$ cat config.mk
export PLATFORM = sky130hd
export DESIGN_NAME = uart_evt_router
export DESIGN_NICKNAME = d
export VERILOG_FILES = /design/src/rtl/uart_evt_pkg.sv /design/src/rtl/uart_evt_ctrl.sv /design/src/rtl/uart_evt_datapath.sv /design/src/rtl/uart_evt_router.sv
export SDC_FILE = /design/constraint.sdc
export NUM_CORES = 1
export LEC_CHECK = 0
export BUFFER_PORTS_ARGS = -buffer_cell sky130_fd_sc_hd__buf_4
export CORE_ASPECT_RATIO = 0.75
export CORE_MARGIN = 4
export CORE_UTILIZATION = 30
export CTS_CLUSTER_SIZE = 20
export DETAILED_ROUTE_END_ITERATION = 12
export PLACE_DENSITY = 0.63
export SLEW_MARGIN = 20
export SYNTH_ARGS = -nofsm -noshare
export SYNTH_HDL_FRONTEND = slang
export SYNTH_SLANG_ARGS = --single-unit
$ cat constraint.sdc
create_clock -name clk -period 4.4 [get_ports clk]
set_input_delay 0.88 -clock clk [delete_from_list [all_inputs] [get_ports clk]]
set_output_delay 0.88 -clock clk [all_outputs]
set_load 0.1 [all_outputs]
$ cat src/rtl/uart_evt_pkg.sv
package uart_evt_pkg;

  localparam int DATA_W = 32;

  localparam int BIT_FE      = 26;
  localparam int BIT_OE      = 25;
  localparam int BIT_PE      = 24;
  localparam int BIT_DMA_ALL = 18;
  localparam int BIT_RX_DMA  = 17;
  localparam int BIT_TX_DMA  = 16;
  localparam int BIT_RX      = 9;
  localparam int BIT_TX      = 8;
  localparam int BIT_WAKE    = 1;
  localparam int BIT_BRK     = 0;

  localparam logic [DATA_W-1:0] EN_MASK =
    (DATA_W'(1) << BIT_FE) | (DATA_W'(1) << BIT_OE) | (DATA_W'(1) << BIT_PE) |
    (DATA_W'(1) << BIT_DMA_ALL) | (DATA_W'(1) << BIT_RX_DMA) |
    (DATA_W'(1) << BIT_TX_DMA) | (DATA_W'(1) << BIT_RX) |
    (DATA_W'(1) << BIT_TX) | (DATA_W'(1) << BIT_WAKE) | (DATA_W'(1) << BIT_BRK);

  localparam logic [DATA_W-1:0] COMPAT_MASK =
    (DATA_W'(1) << BIT_DMA_ALL) | (DATA_W'(1) << BIT_BRK);

  localparam logic [DATA_W-1:0] FLAG_MASK =
    (DATA_W'(1) << BIT_FE) | (DATA_W'(1) << BIT_OE) | (DATA_W'(1) << BIT_PE) |
    (DATA_W'(1) << BIT_RX) | (DATA_W'(1) << BIT_TX) |
    (DATA_W'(1) << BIT_WAKE) | (DATA_W'(1) << BIT_BRK);

  typedef struct packed {
    logic              setEn;
    logic              clrEn;
    logic              clrFlag;
    logic [DATA_W-1:0] enBits;
    logic [DATA_W-1:0] flagBits;
    logic              rxToDma;
    logic              rxToFlag;
    logic              txToDma;
    logic              txToFlag;
  } strobe_t;

endpackage

$ cat src/rtl/uart_evt_ctrl.sv
module uart_evt_ctrl
  import uart_evt_pkg::*;
#(
  parameter int ADDR_W = 8,
  parameter logic [ADDR_W-1:0] SET_OFS  = 8'h0C,
  parameter logic [ADDR_W-1:0] CLR_OFS  = 8'h10,
  parameter logic [ADDR_W-1:0] FLAG_OFS = 8'h14
) (
  input  logic              compatMode,
  input  logic [ADDR_W-1:0] regAddr,
  input  logic [DATA_W-1:0] regWrData,
  input  logic              regWrEn,
  input  logic              rxFrame,
  input  logic              rxIsAddr,
  input  logic              txEvt,
  input  logic              rxDmaOn,
  input  logic              rxDmaAllOn,
  input  logic              txDmaOn,
  output strobe_t           strb
);

  logic [DATA_W-1:0] writable;
  logic              rxGoesDma;

  always_comb begin
    writable = compatMode ? EN_MASK : (EN_MASK & ~COMPAT_MASK);
  end

  // Data frames always go to DMA in DMA mode; address frames only when
  // the all-frames bit is on as well.
  always_comb begin
    rxGoesDma = rxDmaOn && (!rxIsAddr || rxDmaAllOn);
  end

  always_comb begin
    strb          = '0;
    strb.setEn    = regWrEn && (regAddr == SET_OFS);
    strb.clrEn    = regWrEn && (regAddr == CLR_OFS);
    strb.clrFlag  = regWrEn && (regAddr == FLAG_OFS);
    strb.enBits   = regWrData & writable;
    strb.flagBits = regWrData & FLAG_MASK;
    strb.rxToDma  = rxFrame && rxGoesDma;
    strb.rxToFlag = rxFrame && !rxGoesDma;
    strb.txToDma  = txEvt && txDmaOn;
    strb.txToFlag = txEvt && !txDmaOn;
  end

endmodule

$ cat src/rtl/uart_evt_datapath.sv
module uart_evt_datapath
  import uart_evt_pkg::*;
#(
  parameter int ADDR_W = 8,
  parameter logic [ADDR_W-1:0] SET_OFS  = 8'h0C,
  parameter logic [ADDR_W-1:0] CLR_OFS  = 8'h10,
  parameter logic [ADDR_W-1:0] FLAG_OFS = 8'h14
) (
  input  logic              clk,
  input  logic              rstN,
  input  strobe_t           strb,
  input  logic [ADDR_W-1:0] regAddr,
  input  logic              wakeEvt,
  input  logic              brkEvt,
  input  logic              frameErr,
  input  logic              overrunErr,
  input  logic              parityErr,
  input  logic              rxDmaAck,
  input  logic              txDmaAck,
  output logic [DATA_W-1:0] enState,
  output logic [DATA_W-1:0] flagState,
  output logic [DATA_W-1:0] regRdData,
  output logic              irqOut,
  output logic              rxDmaReq,
  output logic              txDmaReq
);

  logic [DATA_W-1:0] evtVec;
  logic [DATA_W-1:0] effEn;

  always_comb begin
    evtVec           = '0;
    evtVec[BIT_FE]   = frameErr;
    evtVec[BIT_OE]   = overrunErr;
    evtVec[BIT_PE]   = parityErr;
    evtVec[BIT_RX]   = strb.rxToFlag;
    evtVec[BIT_TX]   = strb.txToFlag;
    evtVec[BIT_WAKE] = wakeEvt;
    evtVec[BIT_BRK]  = brkEvt;
  end

  // Enable register: set and clear views of the same storage
  always_ff @(posedge clk or negedge rstN) begin
    if (!rstN) begin
      enState <= '0;
    end else if (strb.setEn) begin
      enState <= enState | strb.enBits;
    end else if (strb.clrEn) begin
      enState <= enState & ~strb.enBits;
    end
  end

  // Sticky flags, one flop per implemented bit; a new event beats a clear
  for (genvar b = 0; b < DATA_W; b++) begin : g_flag
    if (FLAG_MASK[b]) begin : g_impl
      always_ff @(posedge clk or negedge rstN) begin
        if (!rstN) begin
          flagState[b] <= 1'b0;
        end else if (evtVec[b]) begin
          flagState[b] <= 1'b1;
        end else if (strb.clrFlag && strb.flagBits[b]) begin
          flagState[b] <= 1'b0;
        end
      end
    end else begin : g_none
      assign flagState[b] = 1'b0;
    end
  end

  always_ff @(posedge clk or negedge rstN) begin
    if (!rstN) begin
      rxDmaReq <= 1'b0;
      txDmaReq <= 1'b0;
    end else begin
      if (strb.rxToDma)  rxDmaReq <= 1'b1;
      else if (rxDmaAck) rxDmaReq <= 1'b0;
      if (strb.txToDma)  txDmaReq <= 1'b1;
      else if (txDmaAck) txDmaReq <= 1'b0;
    end
  end

  // Address frames flagged while in DMA mode interrupt without bit 9
  always_comb begin
    effEn         = enState;
    effEn[BIT_RX] = enState[BIT_RX] | enState[BIT_RX_DMA];
    irqOut        = |(flagState & effEn);
  end

  always_comb begin
    if (regAddr == SET_OFS || regAddr == CLR_OFS) begin
      regRdData = enState;
    end else if (regAddr == FLAG_OFS) begin
      regRdData = flagState;
    end else begin
      regRdData = '0;
    end
  end

endmodule

$ cat src/rtl/uart_evt_router.sv
module uart_evt_router
  import uart_evt_pkg::*;
#(
  parameter int ADDR_W = 8,
  parameter logic [ADDR_W-1:0] SET_OFS  = 8'h0C,
  parameter logic [ADDR_W-1:0] CLR_OFS  = 8'h10,
  parameter logic [ADDR_W-1:0] FLAG_OFS = 8'h14
) (
  input  logic              clk,
  input  logic              rstN,
  input  logic              compatMode,
  input  logic [ADDR_W-1:0] regAddr,
  input  logic [31:0]       regWrData,
  input  logic              regWrEn,
  output logic [31:0]       regRdData,
  input  logic              rxFrame,
  input  logic              rxIsAddr,
  input  logic              txEvt,
  input  logic              wakeEvt,
  input  logic              brkEvt,
  input  logic              frameErr,
  input  logic              overrunErr,
  input  logic              parityErr,
  input  logic              rxDmaAck,
  input  logic              txDmaAck,
  output logic              irqOut,
  output logic              rxDmaReq,
  output logic              txDmaReq
);

  strobe_t           strb;
  logic [DATA_W-1:0] enState;
  logic [DATA_W-1:0] flagState;

  uart_evt_ctrl #(
    .ADDR_W(ADDR_W), .SET_OFS(SET_OFS), .CLR_OFS(CLR_OFS), .FLAG_OFS(FLAG_OFS)
  ) ctrl_i (
    .compatMode (compatMode),
    .regAddr    (regAddr),
    .regWrData  (regWrData),
    .regWrEn    (regWrEn),
    .rxFrame    (rxFrame),
    .rxIsAddr   (rxIsAddr),
    .txEvt      (txEvt),
    .rxDmaOn    (enState[BIT_RX_DMA]),
    .rxDmaAllOn (enState[BIT_DMA_ALL]),
    .txDmaOn    (enState[BIT_TX_DMA]),
    .strb       (strb)
  );

  uart_evt_datapath #(
    .ADDR_W(ADDR_W), .SET_OFS(SET_OFS), .CLR_OFS(CLR_OFS), .FLAG_OFS(FLAG_OFS)
  ) dp_i (
    .clk        (clk),
    .rstN       (rstN),
    .strb       (strb),
    .regAddr    (regAddr),
    .wakeEvt    (wakeEvt),
    .brkEvt     (brkEvt),
    .frameErr   (frameErr),
    .overrunErr (overrunErr),
    .parityErr  (parityErr),
    .rxDmaAck   (rxDmaAck),
    .txDmaAck   (txDmaAck),
    .enState    (enState),
    .flagState  (flagState),
    .regRdData  (regRdData),
    .irqOut     (irqOut),
    .rxDmaReq   (rxDmaReq),
    .txDmaReq   (txDmaReq)
  );

endmodule

==> results of run 1 <==
[cells in the final DEF, fill, tap and decap left out, drive strengths merged, types with 2 or more instances in the layout]
master,count
buf,44
conb,22
dfrtp,19
nand2,13
inv,10
nand3,9
a22oi,8
o21ai,8
nor2,7
a21o,5
and3,5
a22o,4
clkbuf,4
a32o,3
and4bb,2
nand4,2
[area by class of cell]
cell class | instances | area (sq um) | share of cell area
clock buffers | 4 | 45.0 | 0.0293
inverters | 10 | 37.5 | 0.0244
multi-input cells | 97 | 582 | 0.379
flip-flops and latches | 19 | 475 | 0.310
well taps | 52 | 65.1 | 0.0424
repair buffers | 44 | 330 | 0.215
[metrics by stage]
stage / total power, W / cell area, sq um
4_1_cts: 0.000473 / 1540
6_report: 0.000466 / 1540
3_5_place_dp: 0.000348 / 1490
5_1_grt: 0.000483 / 1540
2_1_floorplan: 0.000325 / 1310
3_3_place_gp: 0.000347 / 1490
[kinds of logic after synthesis]
group	count (synthesis)
flip-flops	19
AO/OA/AOI/OAI	31
multiplexers	1
other	1
buffers and inverters	39
AND/OR/NAND/NOR	43
[critical path, cell delays in order]
cell and delay, ns:
buf_4 0.12, and4bb_2 0.48, or2_1 0.49, a22oi_1 0.12, nor2_1 0.16, buf_4 0.31
[layer usage]
metal  routed length, microns  vias up  global-route usage
li1                         -      502                   -
met1                     1320      472               0.165
met2                     1460       48               0.193
met3                      314        6              0.0385
met4                       33        0              0.0311
met5                        0        -                   0
[worst paths after layout]
check / startpoint / end
min: rstN / dp_i.flagState[9]
min in group clk: dp_i.flagState[0] / dp_i.flagState[0]
min reg2reg: dp_i.flagState[0] / dp_i.flagState[0]
max in group asynchronous: rstN / dp_i.flagState[25]
max: regAddr[4] / regRdData[8]
max reg2reg: register / dp_i.flagState[9]
[power breakdown]
group          switching [W]  internal (W)  total [W]
clock              0.0000572     0.0000644   0.000122
combinational       0.000131     0.0000310   0.000162
sequential        0.00000340      0.000179   0.000183
total               0.000192      0.000275   0.000466
==> run_results.csv, run 1 <==
group,metric,value,unit
setup_path,path_max_fanout,15,
timing,skew,0.00218,ns
logic_synthesis,synthMuxAreaShare,0.0122,
die,io-pin-count,89,
power_and_ir_drop,p_leak,0.749,nW
logic_synthesis,synth_top_cell_by_area,"dfrtp_1",
logic_synthesis,avgSynthCellArea,9.17,sq um
logic_synthesis,synthTopCellsByArea,"dfrtp_1 (39%), buf_4 (14%), a22oi_1 (4.9%)",
clock_network,cts-root-buf,"clkbuf_8",
logic_synthesis,synth_top_area_frac,0.387,
logic_synthesis,synth-seq-cells,19,
clock_network,htree_levels,1,
place,io_buffers,44,
setup_path,start_kind,"primary input",
routing,totalWireLength,3130,microns
timing,final-setup-viol-count,0,
timing,whs,0.487,ns
logic_synthesis,synthCells,134,
clock_network,post_cts.repair.setup_buffers,0,
routing,drc,0,
logic_synthesis,async_flop_share,1.00,
clock_network,clk_pin_slew,0.07,ns
die,chipHeight,63.4,microns
power_and_ir_drop,powerDensity,304,mW/mm^2
setup_path,worstPathRequired,3.52,ns
final_layout,area_delta_synth_final,24.9,%
final_layout,fillCellCount,410,
clock_network,clock_sinks,19,
global_route,antenna_found_initial,0,
die,start_util,0.323,
routing,wire_per_inst,13.8,microns
logic_synthesis,yosysUniqueCellTypes,29,
logic_synthesis,syn_area,0.00123,sq mm
global_route,grt_pass1_vias,1086,
clock_network,cts_buffers,3,
timing,min_period_over_period,0.785,
final_layout,drive_above_1_share,0.333,
logic_synthesis,synth_ff_type,"dfrtp_1",
timing,worst_slew_pin_slew,0.529,ns
logic_synthesis,ys_seq_area_frac,0.387,
clock_network,clk_latency,0.26,ns
setup_path,r2r_cells,2,
place,gp_congestion,0.776,
global_route,grt_overflow,0,
timing,slew_headroom,0.647,
setup_path,critPathCaptureType,"output port",
logic_synthesis,synth_compound_area_frac,0.183,
timing,fin_ws,0.945,ns
clock_network,clockBufferDepth,2,
place,dp_worst_setup_slack,0.972,ns
run,cap_violations,0,
logic_synthesis,synthTopCellsByCount,"buf_4 (23), dfrtp_1 (19), nand2_1 (13)",
timing,final.setup.tns,0,ns
clock_network,ctsResizeCount,0,
routing,vias,1028,
routing,drt-pass1-iter-count,4,
die,coreArea,0.00380,sq mm
power_and_ir_drop,peakVddDrop,159,uV
global_route,grt_use_total,0.124,
clock_network,cts_hold_buf,0,
timing,slew_viol_final,0,
setup_path,reg2reg_slack,3.54,ns
logic_synthesis,synth-warning-count,0,
final_layout,post-route-util,0.404,
final_layout,antennaDiodeCount,0,
logic_synthesis,synth_xor_area_frac,0,
final_layout,nets,229,
die,placementRows,19,
routing,drt_iter0_drc,33,
logic_synthesis,yosysMostFrequentCell,"buf_4",
timing,hold_viol,0,
final_layout,fin_cells,226,
routing,avgViaCountPerCell,4.55,
place,dp_hpwl,2420,microns
setup_path,cp.arrival,2.58,ns
die,die_w,81.9,microns
global_route,grt_max_degree,20,
logic_synthesis,yosys.area_share.adder,0,
timing,rsz0062_at_grt,"no",
routing,antenna_left,0,
setup_path,critPathKind,"in2out",
logic_synthesis,synthSimpleGateAreaFrac,0.211,
timing,max_freq,289,MHz
hold_path,min_path_type,"in2async",
timing,fin_crit,3.46,ns
place,dpl.cell_count,222,
run_status,status,"finished clean",
clock_network,cts_tree,"built",
logic_synthesis,synth_top_family_by_area,"simple AND/OR/NAND/NOR gates",
global_route,grt_first_pass_wirelength,4970,microns
die,die_area,0.00519,sq mm
logic_synthesis,synth_edf_count,0,
Note: power is estimated with default switching activity, not from simulation.
==> run 2, diff against run 1 <==
ABC_AREA = 1   (was not set)
PLACE_DENSITY = 0.62   (was 0.63)
clock period = 3.56 ns   (was 4.4 ns; I/O delays follow)
==> run 2 against run 1 <==
Net effect: largest cell class unchanged; wire length grew 5.0%; sequential share of layout area shrank 2.3 points; sequential cell count is the same; final area grew 7.9%; register-to-register slack lost 0.92 ns; clock power grew 25%; total power grew 25%; sequential power grew 23%; non-clock buffer count is the same; clock skew shrank 0.00095 ns; first-iteration DRC count grew 27%; critical endpoint is now regRdData[9]; largest power group unchanged.
==> run_results.csv, run 2 <==
group,metric,value,unit
run_status,status,"finished clean",
power_and_ir_drop,p_leak,0.905,nW
place,dp_worst_setup_slack,0.944,ns
global_route,grt_use_total,0.117,
die,placementRows,20,
final_layout,final_common_cell,"nand2_1",
final_layout,fillCellCount,472,
logic_synthesis,synth-seq-cells,19,
global_route,grt_max_degree,20,
hold_path,min_path_type,"in2async",
clock_network,ctsResizeCount,0,
logic_synthesis,synthTopCellsByArea,"dfrtp_1 (35%), nand2_1 (20%), buf_4 (13%)",
timing,skew,0.00123,ns
final_layout,nets,283,
die,coreArea,0.00418,sq mm
timing,final-setup-viol-count,0,
timing,max_freq,385,MHz
routing,totalWireLength,3290,microns
logic_synthesis,yosysUniqueCellTypes,19,
place,gp_congestion,0.735,
routing,drc,0,
timing,fin_ws,0.963,ns
timing,slew_headroom,0.617,
clock_network,cts_hold_buf,0,
timing,slew_viol_final,0,
clock_network,htree_levels,1,
die,die_area,0.00563,sq mm
setup_path,r2r_end,"dp_i.flagState[9]",
logic_synthesis,avgSynthCellArea,7.26,sq um
setup_path,critPathKind,"in2out",
final_layout,register_area,475,sq um
timing,fin_crit,2.60,ns
logic_synthesis,synth_top_cell_by_area,"dfrtp_1",
setup_path,r2r_cells,5,
final_layout,multiInputGateArea,673,sq um
timing,min_period_over_period,0.729,
routing,vias,1185,
run,cap_violations,0,
clock_network,cts_buffers,3,
setup_path,cp.arrival,1.88,ns
clock_network,clk_latency,0.25,ns
routing,drt_iter0_drc,42,
final_layout,antennaDiodeCount,0,
final_layout,final_cell_mix,"nand2_1 (73), buf_4 (44), conb_1 (22)",
power_and_ir_drop,powerDensity,353,mW/mm^2
global_route,grt_pass1_vias,1118,
clock_network,clockBufferDepth,2,
timing,hold_viol,0,
setup_path,path_max_fanout,14,
place,dp_hpwl,2490,microns
routing,avgViaCountPerCell,4.19,
clock_network,cts_tree,"built",
die,start_util,0.322,
final_layout,drive_above_1_share,0.298,
die,die_w,85.3,microns
global_route,grt_overflow,0,
routing,wire_per_inst,11.6,microns
routing,drt-pass1-iter-count,6,
global_route,grt_first_pass_wirelength,5230,microns
power_and_ir_drop,peakVddDrop,147,uV
logic_synthesis,ys_seq_area_frac,0.354,
setup_path,worstPathRequired,2.85,ns
logic_synthesis,yosysMostFrequentCell,"nand2_1",
clock_network,clk_pin_slew,0.07,ns
final_layout,area_delta_synth_final,23.3,%
logic_synthesis,syn_area,0.00134,sq mm
global_route,antenna_found_initial,0,
clock_network,cts-root-buf,"clkbuf_8",
place,io_buffers,44,
routing,antenna_left,0,
logic_synthesis,async_flop_share,1.00,
setup_path,start_kind,"primary input",
setup_path,reg2reg_slack,2.62,ns
setup_path,critPathCaptureType,"output port",
logic_synthesis,synth_ff_type,"dfrtp_1",
logic_synthesis,synth-warning-count,0,
logic_synthesis,synthTopCellsByCount,"nand2_1 (73), buf_4 (24), nand3_1 (20)",
clock_network,post_cts.repair.setup_buffers,0,
clock_network,clock_sinks,19,
logic_synthesis,synth_edf_count,0,
timing,rsz0062_at_grt,"no",
setup_path,startpoint,"regAddr[7]",
die,io-pin-count,89,
logic_synthesis,synthCells,185,
die,chipHeight,66.0,microns
logic_synthesis,synth_top_area_frac,0.354,
timing,final.setup.tns,0,ns
setup_path,setup.worst_path.end,"regRdData[9]",
timing,worst_slew_pin_slew,0.573,ns
-- run 2: cell types whose count changed in the layout (fill, tap and decap cells not counted), moves of 7 or more --
cell     delta
nand2_1    +60
nor2_2      +7
nand3_1    +11
a22oi_1     -8
-- run 2: logic make-up after synthesis --
family          synth area share
simple gates               0.425
buf+inv                    0.204
flops                      0.354
compound gates            0.0149
other cells              0.00279
-- run 2: layer usage --
metal / wire (microns) / track usage
met5: 0 / 0
met3: 307 / 0.0461
met2: 1460 / 0.179
met1: 1510 / 0.160
met4: 0 / 0.0158
-- run 2: worst min path at each step --
stage                         from                         end  slack (ns)  depth (start not counted)
after global routing          rstN           dp_i.flagState[1]        0.33                          1
final                         rstN          dp_i.flagState[24]        0.32                          1
after floorplan               rstN  asynchronous set/reset pin        0.42                          0
after CTS                     rstN          dp_i.flagState[24]        0.32                          1
after global placement    register                    register        0.46                          2
after detailed placement  register                    register        0.47                          2
-- run 2: stage by stage --
step / cell area (sq um) / power (W) / hold WS [ns] / std cells / utilization
2_1_floorplan: 1420 / 0.000408 / 0.416 / 206 / -
3_3_place_gp: 1610 / 0.000435 / 0.462 / 279 / 0.386
3_5_place_dp: 1610 / 0.000437 / 0.467 / 279 / 0.386
4_1_cts: 1660 / 0.000593 / 0.325 / 283 / 0.396
5_1_grt: 1660 / 0.000612 / 0.334 / 283 / 0.396
6_report: 1660 / 0.000584 / 0.323 / 283 / 0.396
-- run 2: critical path, stage by stage --
cell and delay (ns):
buf_4 0.11, nor2_1 0.11, nand2_2 0.12, nor2_4 0.36, nand2_1 0.09, nand2_1 0.09, buf_4 0.29
-- run 2: layout make-up --
cell class / instances / area share
clock buffers: 4 / 0.0272
inverters: 17 / 0.0385
multi-input cells: 144 / 0.406
flip-flops and latches: 19 / 0.287
well taps: 55 / 0.0415
repair buffers: 44 / 0.199
-- run 2: power by group --
| group | switching (W) | total (W) | internal (W) |
|---|---|---|---|
| combinational | 0.000169 | 0.000206 | 0.0000366 |
| clock | 0.0000729 | 0.000153 | 0.0000796 |
| sequential | 0.00000439 | 0.000226 | 0.000221 |
==> run 3, diff against run 2 <==
ABC_AREA = 0   (was 1)
PLACE_DENSITY = 0.66   (was 0.62)
clock period = 2.2 ns   (was 3.56 ns; I/O delays follow)
==> run 3 against run 2 <==
Net effect: wire length decreased by 2.8%; highest routed layer is now met4; clock power grew 61%; critical path type unchanged; largest power group unchanged; final area is 1.7% lower; clock skew up 0.0011 ns; non-clock buffer count is 6 higher; largest cell class unchanged; setup slack got worse by 0.90 ns.
==> run_results.csv, run 3 (same netlist as run 1, synthesis figures left out) <==
group,metric,value,unit
clock_network,cts_tree,"built",
setup_path,cp.arrival,1.70,ns
global_route,grt_pass1_vias,1065,
timing,fin_crit,2.14,ns
global_route,grt_first_pass_wirelength,4930,microns
timing,fin_ws,0.0610,ns
clock_network,cts-root-buf,"clkbuf_8",
die,io-pin-count,89,
place,dpl_cell_area,0.00157,sq mm
final_layout,fin_area,0.00163,sq mm
power_and_ir_drop,peakVddDrop,240,uV
timing,final-setup-viol-count,0,
clock_network,clk_pin_slew,0.07,ns
die,start_util,0.323,
global_route,grt_max_degree,20,
global_route,grt_overflow,0,
global_route,antenna_found_initial,0,
die,placementRows,19,
clock_network,htree_levels,1,
die,chipHeight,63.4,microns
routing,vias,1085,
die,die_w,81.9,microns
die,die_area,0.00519,sq mm
routing,antenna_left,0,
timing,whs,0.0494,ns
setup_path,r2r_cells,2,
setup_path,reg2reg_slack,1.28,ns
power_and_ir_drop,powerDensity,581,mW/mm^2
place,gp_congestion,0.776,
final_layout,area_delta_synth_final,32.6,%
power_and_ir_drop,total_power,0.000946,W
timing,skew,0.00230,ns
final_layout,antennaDiodeCount,0,
power_and_ir_drop,p_leak,0.786,nW
routing,wire_per_inst,13.8,microns
setup_path,start_kind,"primary input",
routing,drc,0,
clock_network,clock_sinks,19,
final_layout,drive_above_1_share,0.394,
timing,min_period_over_period,0.972,
routing,drt-pass1-iter-count,4,
setup_path,worstPathRequired,1.76,ns
setup_path,path_max_fanout,4,
timing,final.setup.tns,0,ns
place,io_buffers,44,
clock_network,clk_latency,0.26,ns
run,cap_violations,0,
final_layout,final_cell_mix,"buf_4 (44), conb_1 (22), dfrtp_1 (19)",
routing,avgViaCountPerCell,4.68,
place,dp_hpwl,2530,microns
final_layout,final_common_cell,"buf_4",
place,dp_worst_setup_slack,0.0455,ns
clock_network,post_cts.repair.setup_buffers,0,
timing,slew_viol_final,0,
routing,drt_iter0_drc,43,
timing,rsz0062_at_grt,"no",
die,coreArea,0.00380,sq mm
setup_path,critPathCaptureType,"output port",
hold_path,min_path_type,"in2async",
timing,hold_viol,0,
global_route,grt_use_total,0.123,
setup_path,critPathKind,"in2out",
final_layout,nets,235,
routing,totalWireLength,3190,microns
timing,max_freq,468,MHz
run_status,status,"finished clean",
clock_network,cts_buffers,3,
clock_network,clockBufferDepth,2,
[run 3: cell count changes in the layout (fill, tap and decap cells not counted), sizes merged, moves of 6 or more]
cell / change
nand2: -64
buf: +6
inv: -7
a22oi: +8
nand3: -16
[run 3: per-layer routing]
layer / global-route usage / vias to the layer above / part of all wire
li1: - / 516 / -
met1: 0.154 / 533 / 0.41
met2: 0.207 / 34 / 0.50
met3: 0.0385 / 2 / 0.083
met4: 0.0249 / 0 / 0.0053
met5: 0 / - / 0
[run 3: worst max-delay path: stages]
cell     delay [ns]
buf_4          0.12
nor4b_2        0.32
or2_1          0.21
buf_4          0.15
a22oi_1        0.08
nor2_2         0.09
buf_4          0.29
[run 3: final cells by class]
type | instances | area (sq um)
flip-flops and latches | 19 | 475
multi-input cells | 97 | 599
inverters | 10 | 37.5
well taps | 52 | 65.1
fillers | 404 | 2170
repair buffers | 50 | 407
clock buffers | 4 | 45.0
[run 3: final timing paths]
check	startpoint	end
max	regAddr[5]	regRdData[8]
min	rstN	dp_i.flagState[9]
max reg2reg	register	dp_i.rxDmaReq
min reg2reg	dp_i.flagState[25]	dp_i.flagState[25]
max in group asynchronous	rstN	asynchronous set/reset pin
min in group clk	frameErr	dp_i.flagState[26]
[run 3: metrics by stage]
step	std cells	utilization
after floorplan	155	-
after global placement	228	0.412
after detailed placement	228	0.412
after CTS	232	0.423
after global routing	232	0.428
final	232	0.428
[run 3: where the power goes]
group / internal (W) / switching [W]
logic: 0.0000686 / 0.000265
clock network: 0.000129 / 0.000119
registers: 0.000358 / 0.00000720
total: 0.000556 / 0.000390
[run 3: what timing repair did]
action,4_1_cts,5_1_grt
endpoints found under the hold margin,0,0
resized for setup,0,5
endpoints found under the setup margin,0,5
hold buffers,0,0
